<file path="src/rtl/cfg_integrity_guard.sv">
module cfg_integrity_guard #(
  parameter int NREG  = 4,
  parameter int DW    = 8,
  parameter int NPAIR = 3,
  localparam int AW   = $clog2(NREG + 2)
) (
  input  logic               clk,
  input  logic               rst_n,
  input  logic               wr_en,
  input  logic [AW-1:0]      wr_addr,
  input  logic [DW-1:0]      wr_data,
  input  logic               stat_rd,
  output logic [NREG*DW-1:0] cfg_q,
  output logic [NPAIR-1:0]   ctl_on,
  output logic               rx_en,
  output logic               tx_en,
  output logic               single_err,
  output logic               event_err
);

  logic [DW-1:0]    cfg_r [NREG];
  logic [DW-1:0]    cfg_n [NREG];
  logic [NREG-1:0]  par_r, par_n;
  logic [NPAIR-1:0] on_r, off_r, on_n, off_n;
  logic             se_r, ev_r;

  wire pair_hit = wr_en && (wr_addr == AW'(NREG));
  wire flt_hit  = wr_en && (wr_addr == AW'(NREG + 1));
  wire idle     = !on_r[0] && !on_r[1];
  wire inj_ok   = flt_hit && idle;

  always_comb begin
    for (int i = 0; i < NREG; i++) begin
      cfg_n[i] = cfg_r[i];
      par_n[i] = par_r[i];
      if (wr_en && (wr_addr == AW'(i))) begin
        cfg_n[i] = wr_data;
        par_n[i] = ^wr_data;
      end else if (inj_ok && wr_data[0]) begin
        par_n[i] = ~par_r[i];
      end
    end
    for (int p = 0; p < NPAIR; p++) begin
      on_n[p]  = on_r[p];
      off_n[p] = off_r[p];
      if (pair_hit && (wr_data[2*p] ^ wr_data[2*p+1])) begin
        on_n[p]  = wr_data[2*p];
        off_n[p] = ~wr_data[2*p];
      end else if (inj_ok && wr_data[2]) begin
        off_n[p] = ~off_r[p];
      end
    end
  end

  logic par_bad_n;
  always_comb begin
    par_bad_n = 1'b0;
    for (int i = 0; i < NREG; i++) par_bad_n = par_bad_n | (par_n[i] ^ (^cfg_n[i]));
  end
  wire pair_bad_n = |(~(on_n ^ off_n));

  always_ff @(posedge clk or negedge rst_n) begin
    if (!rst_n) begin
      for (int i = 0; i < NREG; i++) cfg_r[i] <= '0;
      par_r <= '0;
      on_r  <= '0;
      off_r <= '1;
      se_r  <= 1'b0;
      ev_r  <= 1'b0;
    end else begin
      for (int i = 0; i < NREG; i++) cfg_r[i] <= cfg_n[i];
      par_r <= par_n;
      on_r  <= on_n;
      off_r <= off_n;
      se_r  <= par_bad_n | (se_r & ~stat_rd);
      ev_r  <= pair_bad_n | (ev_r & ~(pair_hit | (flt_hit & wr_data[1])));
    end
  end

  for (genvar g = 0; g < NREG; g++) begin : g_out
    assign cfg_q[g*DW +: DW] = cfg_r[g];
  end
  assign ctl_on     = on_r;
  assign rx_en      = on_r[0];
  assign tx_en      = on_r[1];
  assign single_err = se_r;
  assign event_err  = ev_r;

  logic [NREG-1:0] chk_par;
  for (genvar g = 0; g < NREG; g++) begin : g_chk
    assign chk_par[g] = par_r[g] ^ (^cfg_r[g]);
  end
  wire chk_pair = (on_r & off_r) != '0 || (~on_r & ~off_r) != '0;

  initial assert (NPAIR >= 2 && DW >= 2*NPAIR && DW >= 3);

  a_r4_parity_flag: assert property (@(posedge clk) disable iff (!rst_n)
    (chk_par != '0) |-> single_err);
  a_r7_pair_flag: assert property (@(posedge clk) disable iff (!rst_n)
    chk_pair |-> event_err);
  a_r5_sticky: assert property (@(posedge clk) disable iff (!rst_n)
    (single_err && !stat_rd) |=> single_err);
  a_r9_gated: assert property (@(posedge clk) disable iff (!rst_n)
    (flt_hit && (rx_en || tx_en)) |=> ($stable(par_r) && $stable(off_r)));
  a_r2_hold: assert property (@(posedge clk) disable iff (!rst_n)
    !wr_en |=> $stable(cfg_q));
  a_r3_rx_on: assert property (@(posedge clk) disable iff (!rst_n)
    (pair_hit && wr_data[0] && !wr_data[1]) |=> rx_en);

endmodule

</file>
<file path="config.mk">
export PLATFORM = sky130hd
export DESIGN_NAME = cfg_integrity_guard
export DESIGN_NICKNAME = d
export VERILOG_FILES = /design/src/rtl/cfg_integrity_guard.sv
export SDC_FILE = /design/constraint.sdc
export NUM_CORES = 1
export LEC_CHECK = 0
export ABC_AREA = 1
export BUFFER_PORTS_ARGS = -buffer_cell sky130_fd_sc_hd__buf_4
export CORE_ASPECT_RATIO = 1.2
export CORE_MARGIN = 5
export CORE_UTILIZATION = 45
export DETAILED_ROUTE_END_ITERATION = 6
export MAX_ROUTING_LAYER = met4
export PLACE_DENSITY = 0.72
export SYNTH_ARGS = -nofsm -noshare
export SYNTH_HDL_FRONTEND = slang
export SYNTH_SLANG_ARGS = --single-unit
export TNS_END_PERCENT = 1
</file>
<file path="constraint.sdc">
create_clock -name clk -period 1.5 [get_ports clk]
set_clock_uncertainty 0.2 [all_clocks]
set_input_delay 0.225 -clock clk [delete_from_list [all_inputs] [get_ports clk]]
set_output_delay 0.225 -clock clk [all_outputs]
set_load 0.005 [all_outputs]
</file>
# Word level (Yosys, flattened, before mapping)
# Index checks and enable logic that the tools add are counted.
dict set report classes {
  muxes 21
  n_mul 0
  n_reduce_logical 22
  bitwise_logic 30
  shifts 0
  magnitude_cmp 0
  add_sub_neg 0
  n_div 0
  n_eq_ne 5
}
# cell count
set op_table {}
lappend op_table {{8-bit parity} 5}
lappend op_table {{8-bit two-way mux} 4}
lappend op_table {{1-bit two-way mux} 17}
lappend op_table {{1-bit logical AND} 13}
lappend op_table {{1-bit NOT} 12}
lappend op_table {{1-bit bitwise XOR} 7}
lappend op_table {{3-bit by 2-bit == test with 1-bit output (second input constant)} 2}
lappend op_table {{3-bit == test (second input constant)} 2}
lappend op_table {{1-bit OR} 6}
lappend op_table {{1-bit AND} 3}
lappend op_table {{3-bit by 1-bit == test with 1-bit output (second input constant)} 1}
lappend op_table {{3-bit logical NOT} 1}
lappend op_table {{3-bit NOT} 1}
lappend op_table {{3-bit OR reduction} 1}
lappend op_table {{3-bit bitwise XOR} 1}
lappend op_table {{1-bit logical NOT} 2}
dict set report totals {
  rom_bits 0
  reg_bits 44
  mem_count 0
  ramBits 0
  latchBits 0
  out_inout_bits 39
}

# Longest topological paths before layout
dict set report depth {
  depth_word 11
  ltp_mapped 17
}

# Worst setup path before layout
# Ideal clock, no wire load.
dict set report synth_timing {
  kind {in2reg}
  start {in wr_addr[0]}
  end {reg se_r, in the netlist single_err}
  setup_slack_ns -0.240
  stages 13
  required_time_ns 1.175
  setup_ns 0.125
  arrival_ns 1.414
  cell_sequence {nor2_1 -> nand2_4 -> buf_4 -> o21ai_1 -> nand2_1 -> nand2_1 -> nand2_1 -> nand2_1 -> nand2_1 -> nand3_1 -> nand2_1 -> nor2_1 -> nand3_1}
}
dict set report synth_between {
  elab_chain_len 11
  word_cells_on_any_way 36
}
# element line
set synth_lines {}
lappend synth_lines {{start: declaration} 10} ;# input logic [AW-1:0] wr_addr,
lappend synth_lines {{3-bit == test} 28} ;# wire flt_hit = wr_en && (wr_addr == AW'(NREG + 1));
lappend synth_lines {{1-bit logical AND} 28}
lappend synth_lines {{1-bit logical AND} 30} ;# wire inj_ok = flt_hit && idle;
lappend synth_lines {{1-bit logical AND} 39} ;# end else if (inj_ok && wr_data[0]) begin
lappend synth_lines {{1-bit two-way mux} 39}
lappend synth_lines {{1-bit two-way mux} 36} ;# if (wr_en && (wr_addr == AW'(i))) begin
lappend synth_lines {{1-bit bitwise XOR} 58} ;# for (int i = 0; i < NREG; i++) par_bad_n = par_bad_n | (par_n[i] ^ (^cfg_n[i]));
lappend synth_lines {{1-bit OR (2 in series)} 58}
lappend synth_lines {{1-bit OR *} 58}
lappend synth_lines {{1-bit OR *} 75} ;# se_r <= par_bad_n | (se_r & ~stat_rd);
lappend synth_lines {{end signal: assignment} 75}
lappend synth_lines {{end: declaration} 25} ;# logic se_r, ev_r;
# Every way passes the cells marked *; elsewhere a longest branch is shown, timed or not.

# Worst setup path after layout
dict set report layout_timing {
  start {in wr_addr[2]}
  end {reg se_r, in the netlist single_err}
}
# Same word-level chain as after synthesis.

==> impl_metrics.json <==
{
  "drc": 0,
  "power.leakage_uw": 0.00267,
  "preCtsSetupSlack_ns": -0.587,
  "cp-start-kind": "input pin",
  "htreeDepth": 2,
  "num_vias": 3773,
  "route.antenna.remaining_nets": 0,
  "syn_inst": 490,
  "regToRegSetupSlack_ns": -0.31,
  "ir_drop_mv": 0.668,
  "final_hold_viol_count": 0,
  "area_growth_syn_to_layout_pct": 55.0,
  "root_buffer": "clkbuf_8",
  "clk_latency_ns": 0.31,
  "fin_crit_sh_pct": 122,
  "wirelength_um": 10200,
  "finalMaxSlewViolations": 0,
  "synth-xor-area-share_pct": 3.16,
  "violations": "negative setup slack",
  "start_util_pct": 46.7,
  "syn_avg_cell_area_um2": 6.22,
  "std_cell_rows": 32,
  "clock-sinks": 44,
  "clock.fmax_mhz": 548,
  "core_um2": 6530,
  "end_kind": "register",
  "ys_seq_elements": 44,
  "fin_crit_ns": 1.82,
  "clk_pin_slew_ns": 0.09,
  "track_usage_pct": 22.7,
  "layout.cells.non_filler": 729,
  "vias_per_cell": 5.18,
  "fin_ws_ns": -0.324,
  "grt_pass1_wl_um": 15300,
  "drive_above_1_share_pct": 36.3,
  "fp.dieH_um": 100,
  "dr.pass1.iters": 5,
  "clk_path_buf_depth": 2,
  "synth-adder-area-share_pct": 0,
  "yosysSeqAreaShare_pct": 36.2,
  "arrival_ns": 1.82,
  "total_power_uw": 5380,
  "crit_type": "in2reg",
  "dieArea_um2": 8530,
  "wl_per_cell_um": 14.0,
  "synth.cell_area_um2": 3050,
  "timing.slew.headroom_pct": 60.9,
  "final-setup-viol-count": 7,
  "maxCapViolCount": 0,
  "synth_cell_type_count": 26,
  "crit_fanout": 9,
  "synth_top_family_by_area": "simple AND/OR/NAND/NOR gates",
  "synth_compound_area_share_pct": 6.73,
  "antennaDiodeCount": 0,
  "synth_mux_area_share_pct": 0,
  "worstMarginPinSlew_ns": 0.587,
  "layout_common_cells": "nand2_1 (260), buf_4 (138), inv_1 (45)",
  "place.gp.congestion": 0.924,
  "ios": 54,
  "p_per_area_nw_per_um2": 1140,
  "grt_max_degree": 45,
  "min_path_type": "in2reg",
  "syn_nets": 505,
  "post-place-cells": 704,
  "port_buffers": 53,
  "cts_tree": "done",
  "die_x_um": 85.1,
  "yosysWarnings": 0,
  "grt_antenna_before_repair": 0,
  "synthSimpleGateAreaFrac_pct": 43.6,
  "grt_pass1_vias": 3373,
  "nets": 658,
  "grt-ovfl-total": 0,
  "cts-buffers-inserted": 5,
  "drt_iter0_markers": 243,
  "hold_ws_ns": 0.0956,
  "grt_setup_unrepaired": "true",
  "status": "finished with violations",
  "final_common_cell": "nand2_1",
  "dp_hpwl_um": 6950,
  "critical_path_required_ns": 1.50,
  "fin_tns_setup_ns": -1.01
}
-- flip-flops by register name (all words and copies together) (netlist names) --
name,flops
single_err,1
cfg_q,32
event_err,1
ctl_on,3
off_r,3
par_r,4
-- routing by layer --
layer | up-vias | global-route usage, % | routed length (um) | share of wire [%]
li1 | 1788 | - | - | -
met1 | 1781 | 27.2 | 3960 | 39
met2 | 170 | 39.3 | 5250 | 52
met3 | 34 | 2.87 | 639 | 6.3
met4 | 0 | 7.80 | 335 | 3.3
met5 | - | - | 0 | 0
-- area by class of cell --
type | instances | area [um2]
multi-input combinational | 377 | 1870
fill | 494 | 1800
timing repair buffer | 155 | 1290
sequential | 44 | 1100
inverter | 60 | 238
tap | 85 | 106
clock buffer | 5 | 68.8
clock inverter | 3 | 42.5
-- synthesized netlist by cell type --
cell type / n / area [um2]
o21ai_1: 19 / 95.1
clkbuf_2: 1 / 5.00
o21ai_2: 5 / 43.8
o221ai_1: 1 / 8.76
nor2_2: 1 / 6.26
nor2_1: 16 / 60.1
dfrtp_1: 41 / 1030
nand2_4: 4 / 45.0
nor2_8: 1 / 20.0
a31oi_2: 1 / 12.5
buf_4: 4 / 30.0
nand3_1: 27 / 135
nand4_1: 2 / 12.5
buf_6: 3 / 33.8
nand2_2: 1 / 6.26
o21ai_0: 8 / 40.0
dfstp_2: 3 / 78.8
nor2_4: 1 / 11.3
a21oi_1: 1 / 5.00
nand2_1: 275 / 1030
xnor2_1: 3 / 26.3
buf_2: 4 / 20.0
inv_1: 50 / 188
clkinv_1: 4 / 15.0
inv_2: 6 / 22.5
xor2_1: 8 / 70.1
-- path summary, 6_finish.rpt --
check / cells past startpoint / startpoint / to
worst min register to register: 2 / cfg_q[23] / cfg_q[23]
max in group asynchronous: 2 / rst_n / cfg_q[8]
worst max register to register: 9 / ctl_on[1] / single_err
worst max-delay path: 16 / wr_addr[2] / single_err
min in group asynchronous: 2 / rst_n / cfg_q[27]
worst min-delay path: 4 / wr_data[5] / cfg_q[13]
-- cells by family (layout without fill, tap and decap cells) --
family / after synthesis / in the layout
AO/OA/AOI/OAI: 35 / 35
flip-flops: 44 / 44
AND/OR/NAND/NOR: 328 / 331
buffers and inverters: 72 / 223
XOR/XNOR: 11 / 11
-- stage by stage --
| step | cell area (um2) | utilization (%) |
|---|---|---|
| detailed placement | 4220 | 64.6 |
| finish | 4730 | 72.4 |
| CTS | 4360 | 66.8 |
| floorplan | 3120 | - |
| global route | 4730 | 72.4 |
| global placement | 4220 | 64.6 |
-- repair_timing --
item,in CTS,in global routing
setup endpoints to repair,7,9
cloned,0,6
pin swaps,4,22
gates resized for setup,6,52
buffers inserted,0,10
hold buffers,1,0
endpoints found under the hold margin,41,0
-- critical path, stage by stage --
cell and delay (ns):
buf_4 0.14, nor2_8 0.25, nand2_8 0.10, buf_12 0.16, nand2_1 0.07, o21ai_1 0.10
nand2_1 0.11, nand2_1 0.09, nand2_1 0.11, inv_1 0.05, nor2_1 0.10, nand2_1 0.08
nand2_1 0.07, nand2_1 0.05, nand2_1 0.05, nand3_1 0.07
-- power breakdown --
| part | switching, uW | internal [uW] |
|---|---|---|
| logic | 1420 | 1320 |
| clock network | 454 | 494 |
| registers | 209 | 1480 |
| total | 2080 | 3300 |
(Power assumes the default switching activity.)
